--- src/rtl/rtc_irq_pkg.sv ---
package rtc_irq_pkg;

    parameter int DATA_W = 8;
    parameter int RATE_W = 4;
    // Largest effective code gives 2^(2^RATE_W - 2) ticks; counter reaches that minus one.
    localparam int CNT_W = (1 << RATE_W) - 2;

    // Flag positions in the status register.
    localparam int ST_SUM = 7;
    localparam int ST_PER = 6;
    localparam int ST_ALM = 5;
    localparam int ST_UPD = 4;

    // Reset contents of the control registers.
    localparam logic [DATA_W-1:0] CFG_A_RST = 8'h26;
    localparam logic [DATA_W-1:0] CFG_B_RST = 8'h02;

    // Field view of control register B.
    typedef struct packed {
        logic       b7;
        logic       per_en;
        logic       alm_en;
        logic       upd_en;
        logic       sqw_en;
        logic [2:0] low;
    } cfg_b_t;

    // One cycle's worth of events entering the flag logic.
    typedef struct packed {
        logic per;
        logic alm;
        logic upd;
    } evt_t;

    // Enables seen by the flag logic.
    typedef struct packed {
        logic per_en;
        logic alm_en;
        logic upd_en;
    } en_t;

    // Low codes are folded onto slower rates.
    function automatic logic [RATE_W-1:0] eff_rate(input logic [RATE_W-1:0] code);
        logic [RATE_W-1:0] r;
        if (code == RATE_W'(1))
            r = RATE_W'(8);
        else if (code == RATE_W'(2))
            r = RATE_W'(9);
        else
            r = code;
        return r;
    endfunction

    // Terminal count for a code: 2^(eff-1) - 1, built bitwise.
    function automatic logic [CNT_W-1:0] last_count(input logic [RATE_W-1:0] code);
        logic [CNT_W-1:0] r;
        int               e;
        e = int'(eff_rate(code));
        for (int i = 0; i < CNT_W; i++)
            r[i] = (i < e - 1);
        return r;
    endfunction

endpackage

--- src/rtl/rtc_irq_cfg.sv ---
module rtc_irq_cfg
    import rtc_irq_pkg::*;
(
    input  logic              clk,
    input  logic              rst,
    input  logic              wr_a,
    input  logic [DATA_W-1:0] wdata_a,
    input  logic              wr_b,
    input  logic [DATA_W-1:0] wdata_b,
    output logic [DATA_W-1:0] reg_a,
    output logic [DATA_W-1:0] reg_b,
    output logic              restart
);

    always_ff @(posedge clk) begin
        if (rst) begin
            reg_a <= CFG_A_RST;
            reg_b <= CFG_B_RST;
        end else begin
            if (wr_a)
                reg_a <= wdata_a;
            if (wr_b)
                reg_b <= wdata_b;
        end
    end

    // Any rate write restarts the divider in the same cycle.
    assign restart = wr_a;

endmodule

--- src/rtl/rtc_irq_div.sv ---
module rtc_irq_div
    import rtc_irq_pkg::*;
(
    input  logic              clk,
    input  logic              rst,
    input  logic              tick,
    input  logic              restart,
    input  logic              run_en,
    input  logic [RATE_W-1:0] rate,
    output logic              fire
);

    logic [CNT_W-1:0] cnt_q;
    logic [CNT_W-1:0] lim;
    logic             run;
    logic             at_end;

    assign lim    = last_count(rate);
    assign run    = run_en && (rate != '0);
    assign at_end = (cnt_q == lim);
    assign fire   = run && tick && at_end && !restart;

    always_ff @(posedge clk) begin
        if (rst || restart || !run)
            cnt_q <= '0;
        else if (tick)
            cnt_q <= at_end ? '0 : cnt_q + CNT_W'(1);
    end

endmodule

--- src/rtl/rtc_irq_flags.sv ---
module rtc_irq_flags
    import rtc_irq_pkg::*;
(
    input  logic              clk,
    input  logic              rst,
    input  evt_t              evt,
    input  en_t               en,
    input  logic              rd,
    output logic [DATA_W-1:0] flags,
    output logic              line
);

    logic [DATA_W-1:0] set_v;
    logic              raise;

    always_comb begin
        set_v = '0;
        raise = 1'b0;
        if (evt.per && en.per_en) begin
            set_v[ST_SUM] = 1'b1;
            set_v[ST_PER] = 1'b1;
            raise         = 1'b1;
        end
        if (evt.alm && en.alm_en) begin
            set_v[ST_SUM] = 1'b1;
            set_v[ST_ALM] = 1'b1;
            raise         = 1'b1;
        end
        if (evt.upd) begin
            set_v[ST_UPD] = 1'b1;
            if (en.upd_en) begin
                set_v[ST_SUM] = 1'b1;
                raise         = 1'b1;
            end
        end
    end

    // Clear by read first, then merge this cycle's events.
    always_ff @(posedge clk) begin
        if (rst) begin
            flags <= '0;
            line  <= 1'b0;
        end else begin
            flags <= (rd ? '0 : flags) | set_v;
            line  <= (rd ? 1'b0 : line) | raise;
        end
    end

endmodule

--- src/rtl/rtc_irq_unit.sv ---
module rtc_irq_unit
    import rtc_irq_pkg::*;
(
    input  logic              clk,
    input  logic              rst,
    input  logic              tick,
    input  logic              wr_a,
    input  logic [DATA_W-1:0] wdata_a,
    input  logic              wr_b,
    input  logic [DATA_W-1:0] wdata_b,
    input  logic              sqw_req,
    input  logic              alarm_hit,
    input  logic              update_done,
    input  logic              stat_rd,
    output logic [DATA_W-1:0] cfg_a,
    output logic [DATA_W-1:0] cfg_b,
    output logic [DATA_W-1:0] stat,
    output logic              irq,
    output logic              per_pulse
);

    logic   restart;
    logic   fire;
    logic   run_en;
    cfg_b_t bf;
    evt_t   evt;
    en_t    en;

    rtc_irq_cfg u_cfg (
        .clk     (clk),
        .rst     (rst),
        .wr_a    (wr_a),
        .wdata_a (wdata_a),
        .wr_b    (wr_b),
        .wdata_b (wdata_b),
        .reg_a   (cfg_a),
        .reg_b   (cfg_b),
        .restart (restart)
    );

    assign bf     = cfg_b_t'(cfg_b);
    assign run_en = bf.per_en || (bf.sqw_en && sqw_req);

    rtc_irq_div u_div (
        .clk     (clk),
        .rst     (rst),
        .tick    (tick),
        .restart (restart),
        .run_en  (run_en),
        .rate    (cfg_a[RATE_W-1:0]),
        .fire    (fire)
    );

    assign evt = '{per: fire, alm: alarm_hit, upd: update_done};
    assign en  = '{per_en: bf.per_en, alm_en: bf.alm_en, upd_en: bf.upd_en};

    rtc_irq_flags u_flags (
        .clk   (clk),
        .rst   (rst),
        .evt   (evt),
        .en    (en),
        .rd    (stat_rd),
        .flags (stat),
        .line  (irq)
    );

    always_ff @(posedge clk) begin
        if (rst)
            per_pulse <= 1'b0;
        else
            per_pulse <= fire;
    end

endmodule

--- config.mk ---
export PLATFORM = sky130hd
export DESIGN_NAME = rtc_irq_unit
export DESIGN_NICKNAME = d
export VERILOG_FILES = /design/src/rtl/rtc_irq_pkg.sv /design/src/rtl/rtc_irq_cfg.sv /design/src/rtl/rtc_irq_div.sv /design/src/rtl/rtc_irq_flags.sv /design/src/rtl/rtc_irq_unit.sv
export SDC_FILE = /design/constraint.sdc
export NUM_CORES = 1
export LEC_CHECK = 0
export BUFFER_PORTS_ARGS = -buffer_cell sky130_fd_sc_hd__buf_2
export CAP_MARGIN = 20
export CORE_MARGIN = 5
export CORE_UTILIZATION = 40
export CTS_CLUSTER_SIZE = 14
export DETAILED_ROUTE_END_ITERATION = 6
export GPL_TIMING_DRIVEN = 0
export SLEW_MARGIN = 20
export SYNTH_ARGS = -nofsm -noshare
export SYNTH_HDL_FRONTEND = slang
export SYNTH_HIERARCHICAL = 1
export SYNTH_SLANG_ARGS = --single-unit
export TNS_END_PERCENT = 100
--- constraint.sdc ---
create_clock -name clk -period 9.41 [get_ports clk]
set_input_delay 0.941 -clock clk [delete_from_list [all_inputs] [get_ports clk]]
set_output_delay 0.941 -clock clk [all_outputs]
set_load 0.1 [all_outputs]
==> flow_summary_export.csv <==
group,metric,value,unit
status,outcome,"finished clean",
setup_path,rr_worst_depth,15,
floorplan,boundaryPins,51,
setup_path,r2r_start,"u_cfg/reg_a[3]$_SDFFE_PP0P_",
setup_path,crit_required,9.63,ns
synthesis,syn_inst,280,
grt,grt_usage,16.3,%
final_layout,num_antenna_cells,0,
synthesis,synth_area,2330,um2
power_and_ir_drop,p_sw,152,uW
setup_path,cpMaxStageDelayCell,"dfxtp_1",
setup_path,end_kind,"flip-flop",
synthesis,async_flop_share,0,%
hold_path,hold_path_startpoint,"u_flags/flags[6]$_SDFF_PP0_",
route,dr.pass1.iters,4,
synthesis,seq_area_frac_synth,31.0,%
setup_path,worst-path-buf-inv,3,
grt,antenna_found_initial,0,
final_layout,nets,362,
floorplan,dieArea,7440,um2
final_layout,drive_gt1_share,24.4,%
timing,finalSetupViolations,0,
final_layout,fillCellCount,556,
clocking,cts-root-buf,"clkbuf_8",
clocking,clock_path_buffers,2,
setup_path,crit_top_cell,"buf_2",
setup_path,path_cells,"buf_2 > buf_2 > nor2_1 > mux2i_1 > ha_1 > buf_2 > a21oi_1 > o221ai_1 > o211a_1 > nor4_1 > nand4_1 > nor4_4 > and2_1 > a222oi_1 > a21oi_1",
synthesis,yosysWarnings,6,
floorplan,die_x,86.3,um
clocking,htreeDepth,2,
timing,tns,0,ns
synthesis,synth_edf_count,0,
timing,hold_viol,0,
setup_path,critPathMaxStageDelay,0.48,ns
setup_path,r2r_end,"u_flags/flags[7]$_SDFF_PP0_",
synthesis,synth_top_cell_by_area,"dfxtp_1",
clocking,clock-sinks,36,
route,wirelength,5750,um
route,via_per_inst,5.38,
timing,drv_slew,0,
final_layout,area_growth,17.8,%
clocking,post_cts_resized,0,
power_and_ir_drop,p_comb_share,32.5,%
clocking,worstSkewPairLatency,0.29,ns
setup_path,worstPathArrival,4.16,ns
grt,first_global_vias,2085,
placement,dp_hpwl,4350,um
timing,fmax,254,MHz
clocking,ctsHoldBuffers,0,
power_and_ir_drop,power_density,146,nW/um2
clocking,clk_pin_slew,0.08,ns
placement,place_congestion,0.852,
timing,timing.hold.ws,0.467,ns
synthesis,synth.area.top_cells,"dfxtp_1, mux2i_1, xor2_1",
hold_path,worst_hold_path_type,"flip-flop to flip-flop",
synthesis,synth_top_flop_cell,"dfxtp_1",
setup_path,cp_top_family,"simple AND/OR/NAND/NOR gates",
timing,period_minus_slack,3.93,ns
flow_run,maxCapViolations,0,
hold_path,min_path_cells,2,
floorplan,core.rowCount,27,
synthesis,syn_avg_cell_area,8.31,um2
route,drt_iter0_drc,165,
power_and_ir_drop,pwr-share-seq,40.5,%
power_and_ir_drop,p_leak,1.18,nW
clocking,cts_made_buffers,5,
power_and_ir_drop,swShare,38.0,%
setup_path,rrSetupSlack,5.48,ns
clocking,cts_setup_buffers,0,
setup_path,crit_type,"flip-flop to flip-flop",
floorplan,die_h,86.3,um
synthesis,ys_seq_elements,36,
floorplan,core,5570,um2
hold_path,min_to,"u_flags/flags[6]$_SDFF_PP0_",
floorplan,start_util,41.8,%
timing,finClkSkew,0.00565,ns
synthesis,synth_top_area_share,31.0,%
setup_path,cp_max_fo,10,
power_and_ir_drop,p_int,248,uW
placement,port_buffers,45,
power_and_ir_drop,clkPwrFrac,27.0,%
clocking,cts_tree,"built",
grt,overflow,0,
route,drtAntennaViolNets,0,
grt,grt_max_degree,13,
power_and_ir_drop,peakVddDrop,95.2,uV
route,wl_per_cell,14.1,um
route,vias,2194,
grt,grt_pass1_wl,9870,um
timing,period_share,41.8,%
setup_path,cp-start-kind,"flip-flop",
route,drc,0,
synthesis,ys_types,55,
timing,rsz0062_at_grt,"false",
## cells in the mapped netlist (3+ instances only)
master / instances
dfxtp_1: 36
nor4_1: 3
nand2b_1: 11
xor2_1: 12
xnor2_1: 8
and3_1: 4
nor2_1: 21
a211o_1: 4
buf_2: 9
nand2_1: 17
and2_1: 4
mux2i_1: 14
nand4_1: 5
buf_6: 5
inv_1: 8
nand3_1: 7
nor3_1: 15
o31ai_1: 3
buf_4: 7
nor2b_1: 9
a211oi_1: 3
o21ai_0: 11
a21oi_1: 16
and2b_1: 3
## tightest hold or removal path, delay by kind of cell (launching register included)
| family | cells | cell delay [ns] |
|---|---|---|
| flip-flops | 1 | 0.31 |
| AND/OR/NAND/NOR | 1 | 0.06 |
| AO/OA/AOI/OAI | 1 | 0.05 |
## area by class of cell
cell class	instances	area [um2]	area share (%)
flip-flops and latches	36	721	26.3
clock buffers	5	68.8	2.51
well taps	72	90.1	3.29
repair buffers	45	225	8.22
plain buffers	23	163	5.93
clock inverters	3	18.8	0.685
inverters	8	30.0	1.10
multi-input cells	216	1430	52.0
## power groups by stage
stage          registers [mW]  clock network [mW]  logic, mW
5_1_grt                 0.163               0.119      0.139
2_1_floorplan           0.202                   0     0.0680
4_1_cts                 0.162               0.112      0.130
6_report                0.162               0.108      0.130
3_3_place_gp            0.165                   0      0.129
3_5_place_dp            0.165                   0      0.129
## cell families (layout without fill, tap and decap cells)
family | count (synthesis) | after routing | share of synthesized area [%]
simple gates | 110 | 110 | 26.1
compound gates | 66 | 66 | 19.9
xor+xnor | 20 | 20 | 7.53
mux | 14 | 14 | 6.02
other cells | 1 | 4 | 0.161
flops | 36 | 36 | 31.0
fa+ha+maj | 2 | 2 | 1.08
buf+inv | 31 | 84 | 8.28
## worst max path at each step
stage | end | depth (start not counted) | from | slack [ns]
detailed placement | u_flags/flags[7]$_SDFF_PP0_ | 15 | u_cfg/reg_a[3]$_SDFFE_PP0P_ | 5.55
floorplan | u_flags/flags[7]$_SDFF_PP0_ | 15 | u_cfg/reg_a[2]$_SDFFE_PP1P_ | 5.35
finish | u_flags/flags[7]$_SDFF_PP0_ | 15 | u_cfg/reg_a[3]$_SDFFE_PP0P_ | 5.48
global placement | u_flags/flags[7]$_SDFF_PP0_ | 15 | u_cfg/reg_a[3]$_SDFFE_PP0P_ | 5.50
global route | u_flags/flags[7]$_SDFF_PP0_ | 15 | u_cfg/reg_a[3]$_SDFFE_PP0P_ | 5.20
CTS | u_flags/flags[7]$_SDFF_PP0_ | 15 | u_cfg/reg_a[3]$_SDFFE_PP0P_ | 5.51
## registers in the layout, indices dropped and copies added, names as in the netlist
| signal | flops |
|---|---|
| u_div/cnt_q | 14 |
| u_cfg/reg_a | 8 |
| u_cfg/reg_b | 8 |
| u_flags/flags | 4 |
| per_pulse | 1 |
| u_flags/line | 1 |
## cells in the final DEF, fill, tap and decap left out, types with 3 or more instances in the layout
master and count:
buf_4 7, nor2b_1 9, nand4_1 5, nand2_1 17, conb_1 4, and2b_1 3
a211oi_1 3, buf_6 5, a21oi_1 16, a211o_1 4, xor2_1 12, xnor2_1 8
nor4_1 3, nor2_1 21, buf_2 54, and2_1 4, clkbuf_8 5, o31ai_1 3
nor3_1 15, mux2i_1 14, and3_1 4, o21ai_0 11, dfxtp_1 36, nand3_1 7
inv_1 8, nand2b_1 11
## layer usage
metal,up-vias,GRT usage [%],part of all wire (%)
met1,1003,21.8,45
met3,8,5.04,7.8
met4,0,4.96,1.5
met2,73,25.0,46
li1,1110,-,-
met5,-,0,0
## metrics by stage
stage	power, mW	utilization (%)	std cells	setup slack (ns)	cell area, um2
2_1_floorplan	0.270	-	283	5.35	2340
6_report	0.400	49.2	408	5.48	2740
3_5_place_dp	0.295	47.6	400	5.55	2650
3_3_place_gp	0.295	47.6	400	5.50	2650
5_1_grt	0.421	49.2	408	5.20	2740
4_1_cts	0.403	49.2	408	5.51	2740
No activity file was read; power rests on OpenSTA's default activity.
